<file path="config.mk">
export PLATFORM = sky130hd
export DESIGN_NAME = evrec_walker
export DESIGN_NICKNAME = d
export VERILOG_FILES = /design/src/rtl/evw_pkg.sv /design/src/rtl/evw_ctrl.sv /design/src/rtl/evw_fetch.sv /design/src/rtl/evw_parse.sv /design/src/rtl/evrec_walker.sv
export SDC_FILE = /design/constraint.sdc
export NUM_CORES = 2
export LEC_CHECK = 0
export BUFFER_PORTS_ARGS = -buffer_cell sky130_fd_sc_hd__buf_4
export CAP_MARGIN = 5
export CORE_AREA = 5 5 450 452
export DETAILED_ROUTE_END_ITERATION = 16
export DIE_AREA = 0 0 455 457
export PLACE_DENSITY = 0.53
export SLEW_MARGIN = 10
export SYNTH_ARGS = -nofsm -noshare
export SYNTH_HDL_FRONTEND = slang
export SYNTH_SLANG_ARGS = --single-unit
</file>
<file path="constraint.sdc">
create_clock -name clk -period 4.1 [get_ports clk]
set_clock_uncertainty 0.15 [all_clocks]
set_input_delay 0.82 -clock clk [delete_from_list [all_inputs] [get_ports clk]]
set_output_delay 0.82 -clock clk [all_outputs]
set_load 0.1 [all_outputs]
</file>
<file path="src/rtl/evw_pkg.sv">
package evw_pkg;
    typedef enum logic [1:0] {F_IDLE, F_REQ, F_HOLD} fetch_st_t;
    typedef enum logic [1:0] {P_IDLE, P_LEN, P_BODY, P_EMIT} parse_st_t;
    typedef enum logic {C_IDLE, C_RUN} ctrl_st_t;

    localparam int CHAN_BYTES  = 3;
    localparam int STAMP_BYTES = 8;
    localparam int ADDR_BYTES  = 2;
    localparam int CHAN_FIRST  = 1;
    localparam int STAMP_FIRST = CHAN_FIRST + CHAN_BYTES;
    localparam int ADDR_FIRST  = STAMP_FIRST + STAMP_BYTES;
    localparam int HDR_BYTES   = ADDR_FIRST + ADDR_BYTES;
endpackage

</file>
<file path="src/rtl/evw_ctrl.sv">
module evw_ctrl
    import evw_pkg::*;
(
    input  logic clk,
    input  logic rst_n,
    input  logic start_i,
    input  logic done_i,
    output logic go_o,
    output logic busy_o
);
    ctrl_st_t st_q, st_d;

    always_ff @(posedge clk) begin
        if (!rst_n) st_q <= C_IDLE;
        else        st_q <= st_d;
    end

    always_comb begin
        st_d = st_q;
        unique case (st_q)
            C_IDLE: if (start_i) st_d = C_RUN;
            C_RUN:  if (done_i)  st_d = C_IDLE;
            default: st_d = C_IDLE;
        endcase
    end

    always_comb begin
        go_o   = (st_q == C_IDLE) && start_i;
        busy_o = (st_q == C_RUN);
    end
endmodule

</file>
<file path="src/rtl/evw_fetch.sv">
module evw_fetch
    import evw_pkg::*;
#(
    parameter int WORD_BYTES = 64,
    parameter int ADDR_W     = 16
) (
    input  logic                    clk,
    input  logic                    rst_n,
    input  logic                    go_i,
    input  logic                    halt_i,
    output logic                    cyc_o,
    output logic                    stb_o,
    output logic [ADDR_W-1:0]       adr_o,
    input  logic [WORD_BYTES*8-1:0] dat_i,
    input  logic                    ack_i,
    output logic                    byte_vld_o,
    output logic [7:0]              byte_o,
    input  logic                    take_i
);
    localparam int WORD_W = WORD_BYTES * 8;
    localparam int IDX_W  = (WORD_BYTES > 1) ? $clog2(WORD_BYTES) : 1;
    localparam logic [IDX_W-1:0] LAST_IDX = IDX_W'(WORD_BYTES - 1);

    fetch_st_t          st_q, st_d;
    logic [WORD_W-1:0]  word_q;
    logic [IDX_W-1:0]   idx_q;
    logic [ADDR_W-1:0]  adr_q;

    always_ff @(posedge clk) begin
        if (!rst_n) st_q <= F_IDLE;
        else        st_q <= st_d;
    end

    always_comb begin
        st_d = st_q;
        unique case (st_q)
            F_IDLE: if (go_i) st_d = F_REQ;
            F_REQ:  if (ack_i) st_d = F_HOLD;
            F_HOLD: begin
                if (halt_i)                          st_d = F_IDLE;
                else if (take_i && idx_q == LAST_IDX) st_d = F_REQ;
            end
            default: st_d = F_IDLE;
        endcase
    end

    always_ff @(posedge clk) begin
        if (!rst_n) begin
            word_q <= '0;
            idx_q  <= '0;
            adr_q  <= '0;
        end else begin
            unique case (st_q)
                F_IDLE: if (go_i) adr_q <= '0;
                F_REQ: if (ack_i) begin
                    word_q <= dat_i;
                    idx_q  <= '0;
                end
                F_HOLD: if (!halt_i && take_i) begin
                    if (idx_q == LAST_IDX) adr_q <= adr_q + 1'b1;
                    else                   idx_q <= idx_q + 1'b1;
                end
                default: ;
            endcase
        end
    end

    always_comb begin
        cyc_o      = (st_q == F_REQ);
        stb_o      = (st_q == F_REQ);
        adr_o      = adr_q;
        byte_vld_o = (st_q == F_HOLD);
        byte_o     = word_q[int'(idx_q)*8 +: 8];
    end
endmodule

</file>
<file path="src/rtl/evw_parse.sv">
module evw_parse
    import evw_pkg::*;
#(
    parameter int DATA_BYTES = 64
) (
    input  logic                   clk,
    input  logic                   rst_n,
    input  logic                   go_i,
    input  logic                   byte_vld_i,
    input  logic [7:0]             byte_i,
    output logic                   take_o,
    output logic                   done_o,
    output logic                   valid_o,
    input  logic                   ready_i,
    output logic [23:0]            chan_o,
    output logic [63:0]            stamp_o,
    output logic [15:0]            addr_o,
    output logic [DATA_BYTES*8-1:0] data_o,
    output logic [$clog2(DATA_BYTES+1)-1:0] len_o
);
    localparam int DATA_W = DATA_BYTES * 8;
    localparam int DLEN_W = $clog2(DATA_BYTES + 1);
    localparam logic [7:0] HDR8  = 8'(HDR_BYTES);
    localparam logic [7:0] DMAX8 = 8'(DATA_BYTES);

    parse_st_t         st_q, st_d;
    logic [7:0]        len_q, cnt_q, didx;
    logic [23:0]       chan_q;
    logic [63:0]       stamp_q;
    logic [15:0]       addr_q;
    logic [DATA_W-1:0] data_q;
    logic              in_body;

    always_ff @(posedge clk) begin
        if (!rst_n) st_q <= P_IDLE;
        else        st_q <= st_d;
    end

    always_comb begin
        st_d = st_q;
        unique case (st_q)
            P_IDLE: if (go_i) st_d = P_LEN;
            P_LEN: if (byte_vld_i) begin
                if (byte_i == 8'd0)      st_d = P_IDLE;
                else if (byte_i == 8'd1) st_d = P_EMIT;
                else                     st_d = P_BODY;
            end
            P_BODY: if (byte_vld_i && (cnt_q + 8'd1 == len_q)) st_d = P_EMIT;
            P_EMIT: if (ready_i) st_d = P_LEN;
            default: st_d = P_IDLE;
        endcase
    end

    assign in_body = (st_q == P_BODY) && byte_vld_i;
    assign didx    = cnt_q - HDR8;

    always_ff @(posedge clk) begin
        if (!rst_n) begin
            len_q   <= '0;
            cnt_q   <= '0;
            chan_q  <= '0;
            stamp_q <= '0;
            addr_q  <= '0;
            data_q  <= '0;
        end else if ((st_q == P_LEN) && byte_vld_i && byte_i != 8'd0) begin
            len_q   <= byte_i;
            cnt_q   <= 8'd1;
            chan_q  <= '0;
            stamp_q <= '0;
            addr_q  <= '0;
            data_q  <= '0;
        end else if (in_body) begin
            cnt_q <= cnt_q + 8'd1;
            if (int'(cnt_q) < STAMP_FIRST)
                chan_q[(int'(cnt_q) - CHAN_FIRST)*8 +: 8] <= byte_i;
            else if (int'(cnt_q) < ADDR_FIRST)
                stamp_q[(int'(cnt_q) - STAMP_FIRST)*8 +: 8] <= byte_i;
            else if (int'(cnt_q) < HDR_BYTES)
                addr_q[(int'(cnt_q) - ADDR_FIRST)*8 +: 8] <= byte_i;
            else if (didx < DMAX8)
                data_q[int'(didx)*8 +: 8] <= byte_i;
        end
    end

    always_comb begin
        take_o  = byte_vld_i && (st_q == P_LEN || st_q == P_BODY);
        done_o  = (st_q == P_LEN) && byte_vld_i && (byte_i == 8'd0);
        valid_o = (st_q == P_EMIT);
        chan_o  = chan_q;
        stamp_o = stamp_q;
        addr_o  = addr_q;
        data_o  = data_q;
        len_o   = (len_q > HDR8) ? DLEN_W'(len_q - HDR8) : '0;
    end
endmodule

</file>
<file path="src/rtl/evrec_walker.sv">
module evrec_walker
    import evw_pkg::*;
#(
    parameter int WORD_BYTES = 64,
    parameter int ADDR_W     = 16,
    parameter int DATA_BYTES = 64
) (
    input  logic                             clk,
    input  logic                             rst_n,
    input  logic                             start_i,
    output logic                             busy_o,
    output logic                             wb_cyc_o,
    output logic                             wb_stb_o,
    output logic [ADDR_W-1:0]                wb_adr_o,
    input  logic [WORD_BYTES*8-1:0]          wb_dat_i,
    input  logic                             wb_ack_i,
    output logic                             ev_valid_o,
    input  logic                             ev_ready_i,
    output logic [23:0]                      ev_chan_o,
    output logic [63:0]                      ev_stamp_o,
    output logic [15:0]                      ev_addr_o,
    output logic [DATA_BYTES*8-1:0]          ev_data_o,
    output logic [$clog2(DATA_BYTES+1)-1:0]  ev_len_o
);
    logic       go, done, bvld, take;
    logic [7:0] bval;

    evw_ctrl u_ctrl (
        .clk(clk), .rst_n(rst_n), .start_i(start_i), .done_i(done),
        .go_o(go), .busy_o(busy_o)
    );

    evw_fetch #(.WORD_BYTES(WORD_BYTES), .ADDR_W(ADDR_W)) u_fetch (
        .clk(clk), .rst_n(rst_n), .go_i(go), .halt_i(done),
        .cyc_o(wb_cyc_o), .stb_o(wb_stb_o), .adr_o(wb_adr_o),
        .dat_i(wb_dat_i), .ack_i(wb_ack_i),
        .byte_vld_o(bvld), .byte_o(bval), .take_i(take)
    );

    evw_parse #(.DATA_BYTES(DATA_BYTES)) u_parse (
        .clk(clk), .rst_n(rst_n), .go_i(go),
        .byte_vld_i(bvld), .byte_i(bval), .take_o(take), .done_o(done),
        .valid_o(ev_valid_o), .ready_i(ev_ready_i),
        .chan_o(ev_chan_o), .stamp_o(ev_stamp_o), .addr_o(ev_addr_o),
        .data_o(ev_data_o), .len_o(ev_len_o)
    );
endmodule

</file>
# ---- Word-level counts from Yosys, hierarchy flattened
# Cells that the tools add are included.
dict set report op_classes {
  n_addsub 12
  order_cmp 5
  eq_ne 18
  shift 9
  mux 29
  n_bitwise 5
  reduce_logical 28
}
# cell n
set op_table {}
lappend op_table {{512-bit bitwise mux} 1}
lappend op_table {{8-bit by 33-bit variable shift with 512-bit output (first input constant)} 1}
lappend op_table {{512-bit by 10-bit variable part select with 8-bit output} 1}
lappend op_table {{8-bit by 33-bit variable part select with 512-bit output} 1}
lappend op_table {{32-bit negator with 33-bit output} 3}
lappend op_table {{64-bit bitwise mux} 1}
lappend op_table {{8-bit by 33-bit variable shift with 64-bit output (first input constant)} 1}
lappend op_table {{8-bit by 33-bit variable part select with 64-bit output} 1}
lappend op_table {{16-bit two-way mux} 3}
lappend op_table {{11-bit negator with 33-bit output} 1}
lappend op_table {{8-bit by 33-bit variable shift with 16-bit output (first input constant)} 1}
lappend op_table {{8-bit by 33-bit variable shift with 24-bit output (first input constant)} 1}
lappend op_table {{8-bit by 33-bit variable part select with 16-bit output} 1}
lappend op_table {{8-bit by 33-bit variable part select with 24-bit output} 1}
lappend op_table {{16-bit one-hot mux with 2 select lines} 1}
lappend op_table {{24-bit bitwise mux} 1}
lappend op_table {{6-bit two-way mux} 3}
lappend op_table {{16-bit by 1-bit adder with 16-bit output (second input constant)} 1}
lappend op_table {{16-bit bitwise mux} 1}
lappend op_table {{8-bit by 4-bit < comparator with 1-bit output (second input constant)} 2}
lappend op_table {{2-bit two-way mux} 8}
lappend op_table {{4-bit AND reduction} 4}
lappend op_table {{6-bit one-hot mux with 2 select lines} 1}
lappend op_table {{2-bit != test (second input constant)} 5}
lappend op_table {{34 further kinds} 61}
dict set report word_totals {
  ff_bits 1171
  inputBits 517
  output_inout_bits 643
  elab_cells 119
}

# ---- Depth between registers and ports, before layout
dict set report logic_depth {
  ltp_word 7
  ltp_mapped 18
  ltp_nobuf 17
}

# ---- Hierarchy
# Synthesis repeated with hierarchy kept, for this count alone.
dict set report hier_totals {
  cells_unflattened 5609
  area_unflattened_um2 50850.0
}
# mod n_inst cells_each area_each_um2 seq_area_each_um2
set modules_own_cells {}
lappend modules_own_cells {evw_parse 1 2893 26786.9 12692.2}
lappend modules_own_cells {evw_fetch 1 2712 24015.5 10730.3}
lappend modules_own_cells {evw_ctrl 1 4 47.5 20.0}

# ---- Worst setup path after synthesis
# Ideal clock, no wire load.
dict set report synth_timing {
  path_type {register -> register}
  start {reg u_parse.cnt_q[2]}
  end {reg u_parse.chan_q[1] (netlist: u_parse.chan_o[1])}
  setup_ps 86
  arrival_ps 4323
  required_ps 3864
  slack_ps -459
  path_stages_with_launch 18
  path_buffers 2
  synth_period_minus_slack_ps 4559
  cell_sequence {dfxtp_1 > buf_2 > inv_1 > ha_1 > a21boi_1 > a21oi_1 > nand3b_1 > nor4_1 > nand2_1 > ha_1 > nor4b_1 > nand4_1 > a211oi_1 > a41oi_1 > nor3_1 > clkbuf_1 > nor2_1 > a211oi_1}
}
dict set report synth_via {
  elab_chain_len 4
  elab_cells_between_ends 7
  cone_classes {2 x add/sub; 1 x order compare; 2 x shift; 1 x mux; 1 x reduce/logical}
}
# item line
set synth_lines {}
lappend synth_lines {{from (decl)} evw_parse.sv:27} ;# logic [7:0] len_q, cnt_q, didx;
lappend synth_lines {{from (signal assigned)} evw_parse.sv:73} ;# cnt_q <= cnt_q + 8'd1;
lappend synth_lines {{8-bit by 1-bit subtractor with 9-bit output} evw_parse.sv:75} ;# chan_q[(int'(cnt_q) - CHAN_FIRST)*8 +: 8] <= byte_i;
lappend synth_lines {{32-bit negator with 33-bit output} evw_parse.sv:75}
lappend synth_lines {{8-bit by 33-bit variable part select with 24-bit output or 8-bit by 33-bit variable shift with 24-bit output (tied branches)} evw_parse.sv:75}
lappend synth_lines {{24-bit bitwise mux} evw_parse.sv:75}
lappend synth_lines {{to (signal, indexed assignment)} evw_parse.sv:75}
lappend synth_lines {{to (decl)} evw_parse.sv:28} ;# logic [23:0] chan_q;
# Several ways; a longest one is shown, not always the timed one.
# A chain may end at the register's enable or synchronous reset.

# ---- Final worst setup path
dict set report layout_timing {
  start {reg u_fetch.idx_q[1]}
  end {reg u_parse.data_q[225] (netlist: u_parse.data_o[225])}
}
dict set report layout_via {
  elab_chain_len 4
  elab_cells_between_ends 6
  cone_classes {2 x shift; 1 x mux; 3 x reduce/logical}
}
# item line
set layout_lines {}
lappend layout_lines {{from (decl)} evw_fetch.sv:26} ;# logic [IDX_W-1:0] idx_q;
lappend layout_lines {{from (signal assigned)} evw_fetch.sv:61} ;# else idx_q <= idx_q + 1'b1;
lappend layout_lines {{512-bit by 10-bit variable part select with 8-bit output (*)} evw_fetch.sv:73} ;# byte_o = word_q[int'(idx_q)*8 +: 8];
lappend layout_lines {{branches (longest 3 deep; another with 8-bit by 33-bit variable part select with 512-bit output)} n/a}
lappend layout_lines {{to (signal, indexed assignment)} evw_parse.sv:81} ;# data_q[int'(didx)*8 +: 8] <= byte_i;
lappend layout_lines {{to (decl)} evw_parse.sv:31} ;# logic [DATA_W-1:0] data_q;
# Every way passes the cells marked *.

==> results.yml <==
run_status:
  status: "completed"
die:
  die_area_um2: 208000
  pin_count: 1160
  fp-row-count: 164
  die-height_um: 457
  initial_core_util_pct: 25.4
  coreArea_um2: 198000
  dieWidth_um: 455
min_path:
  min_from: "wb_dat_i[429]"
  hold_depth: 3
  hold_end: "u_fetch.word_q[429]"
  hold_path.class: "in2reg"
worst_setup_path:
  critical_path_class: "reg2reg"
  path_max_fanout: 71
  reg2reg_from: "u_fetch.idx_q[1]"
  cpMostUsedCell: "buf_4"
  required_ns: 4.67
  crit_slowest_cell: "mux4_2"
  slowest_delay_ns: 0.53
  path_cells: "buf_4 -> buf_8 -> mux4_2 -> a22oi_2 -> nand4_1 -> a22oi_1 -> buf_4 -> a32oi_2 -> nor3_4 -> buf_12 -> a21o_4 -> nand2_8 -> buf_16 -> nor2_4"
  critPathLaunchType: "register"
  rrSetupSlack_ns: 0.07
  critPathBufInv: 5
  endpoint_kind: "register"
  critPathArrivalTime_ns: 4.60
  crit_family: "buffers and inverters"
  reg2reg_depth: 14
  r2r_end: "u_parse.data_o[225]"
drt:
  wl_per_cell_um: 23.2
  vias: 42600
  viasPerCell: 4.58
  drtPass1Iterations: 5
  wl_um: 216000
  first_iter_violations: 2681
  drc: 0
  antenna_left: 0
synth:
  synth_top_cell_by_area: "dfxtp_1"
  syn_inst: 5296
  synth_top_cell_area_share_pct: 46.5
  synth_most_common_cell: "nand2_1"
  yosys-top-cells-area: "dfxtp_1 47%, mux2i_1 13%, nand2_1 8.9%"
  netlist-cell-type-count: 86
  ys_seq_area_share_pct: 46.5
  synth_common_cells: "1,191 x nand2_1, 1,171 x dfxtp_1, 636 x mux2i_1, 556 x nor2_1, 518 x a21boi_0"
  synth_warnings: 0
  synth_edf_count: 0
  async_reset_ff_share_pct: 0
  syn_avg_cell_area_um2: 9.51
  syn-cell-area_um2: 50400
  syn-num-nets: 5851
  ys.flop_type: "dfxtp_1"
  synth_seq_cells: 1171
sta:
  hold_violations: 0
  holdWs_ns: 0.134
  drv_slew: 0
  fmaxAchievable_mhz: 248
  tightest_slew_ns: 1.24
  setup_viol: 0
  finalCritPeriodShare_pct: 98.2
  slew_headroom_pct: 17.2
  rsz0062_at_grt: "yes"
  min_period_ns: 4.03
global_routing:
  antenna_found_initial: 18
  grt_usage_pct: 19.7
  grt_remaining_overflow: 0
  grt_max_degree: 205
  grt_pass1_wl_um: 303000
  grt_pass1_vias: 42300
clock_tree:
  clockBufferDepth: 3
  clk_pin_slew_worst_paths_ns: 0.06
  cts_num_sinks: 1171
  cts_tree: "yes"
  cts_hold_buf: 0
  root_buffer: "clkbuf_16"
  cts.htree.levels: 4
  clkLatencyLatePin_ns: 0.80
  cts_buffers: 135
flow_run:
  drv_cap: 0
layout:
  final-seq-area_um2: 23500
  fill_cells: 20400
  multi_input_area_um2: 25000
  drive_gt1_share_pct: 31.3
  layout.cells.non_filler: 9316
  final_nets: 7105
  syn2layout_area_growth_pct: 37.1
power:
  ir_drop_uv: 406
  power_density_nw_per_um2: 375
  power.leakage_nw: 25.7
placement:
  dp_cells: 9032
  hpwl_um: 165000
  gp_congestion: 0.864
  port-buffer-count: 1159
-- tightest hold or removal path, cell delays in order --
cell      delay, ns
buf_4          0.11
nand2_1        0.04
a21boi_0       0.06
-- area by class of cell --
| class | count | share of cell area (%) |
|---|---|---|
| Antenna cell | 10 | 0.0362 |
| Clock buffer | 200 | 5.66 |
| Clock inverter | 37 | 0.888 |
| Inverter | 30 | 0.163 |
| Multi-Input combinational cell | 3698 | 36.2 |
| Sequential cell | 1171 | 34.0 |
| Tap cell | 2656 | 4.81 |
| Timing Repair Buffer | 1514 | 18.2 |
-- kinds of logic (layout without fill, tap and decap cells) --
logic type / count (synthesis) / count (layout) / share of synthesized area [%]
AND/OR/NAND/NOR: 2114 / 2115 / 18.8
flip-flops: 1171 / 1171 / 46.5
AO/OA/AOI/OAI: 748 / 748 / 11.0
multiplexers: 748 / 748 / 17.3
buffers and inverters: 428 / 1781 / 4.55
XOR/XNOR: 49 / 49 / 0.852
adder cells (fa/ha/maj): 38 / 38 / 0.944
other: 0 / 10 / 0
-- worst max path at each step --
stage / depth (start not counted) / end / slack (ns) / start
6_report: 14 / u_parse.data_o[225] / 0.07 / u_fetch.idx_q[1]
5_1_grt: 20 / u_parse.chan_o[21] / -0.06 / u_parse.cnt_q[2]
4_1_cts: 15 / u_parse.data_o[67] / -0.005 / u_fetch.idx_q[1]
3_5_place_dp: 13 / u_parse.stamp_o[3] / -0.36 / u_fetch.idx_q[1]
3_3_place_gp: 14 / u_parse.stamp_o[58] / -0.29 / u_fetch.idx_q[1]
2_1_floorplan: 16 / u_parse.chan_o[16] / 0.05 / u_parse.cnt_q[2]
-- placed cells by master (no fill, tap or decap), drive strengths merged, types with 27 or more instances in the layout --
cell / count
inv: 38
ha: 38
a21oi: 61
nand3: 47
a211oi: 27
nand4: 29
a21boi: 520
buf: 1509
clkbuf: 205
mux4: 98
dfxtp: 1171
xnor2: 37
nand2: 1193
nor2: 714
mux2i: 636
-- layer usage --
layer  global-route usage, %  vias up  wire [um]
li1                        -    20400          -
met1                    23.9    20600      88100
met2                    34.1     1346     106000
met3                    3.76      304      12400
met4                    8.26        8       9550
met5                       0        -         68
-- repair_timing --
action                                  in CTS  in global routing
endpoints found under the setup margin     645                575
resized for setup                           14                 60
endpoints found under the hold margin        0                  0
pin swaps                                    3                 19
gates cloned                                 0                  6
buffers inserted                             5                 27
-- where the power goes --
part           switching (mW)  internal [mW]
Combinational            1.02          0.846
Clock                    5.19           7.20
Sequential              0.111           11.6
-- stage by stage --
step                instance area [um^2]  total power [mW]  setup slack [ns]  util (%)  TNS [ns]
global placement                   63800              13.7            -0.291      32.2   -136.45
floorplan                          50400              12.9            0.0458         -         0
CTS                                68400              26.3          -0.00521      34.5   -0.0183
global route                       69100              26.9           -0.0616      34.8    -0.722
finish                             69100              25.9            0.0735      34.8         0
detailed placement                 63800              13.8            -0.364      32.2   -173.46
-- flip-flops by register name, summed over array words and instances, names as in the netlist --
name and cells:
u_parse.len_q 8, u_parse.stamp_o 64, u_fetch.adr_o 16, u_parse.addr_o 16, u_parse.cnt_q 8, u_fetch.idx_q 6, u_ctrl.busy_o 1, u_fetch.word_q 512
u_fetch.st_q 2, u_parse.chan_o 24, u_parse.st_q 2, u_parse.data_o 512
Note: power is estimated with default switching activity, not from simulation.
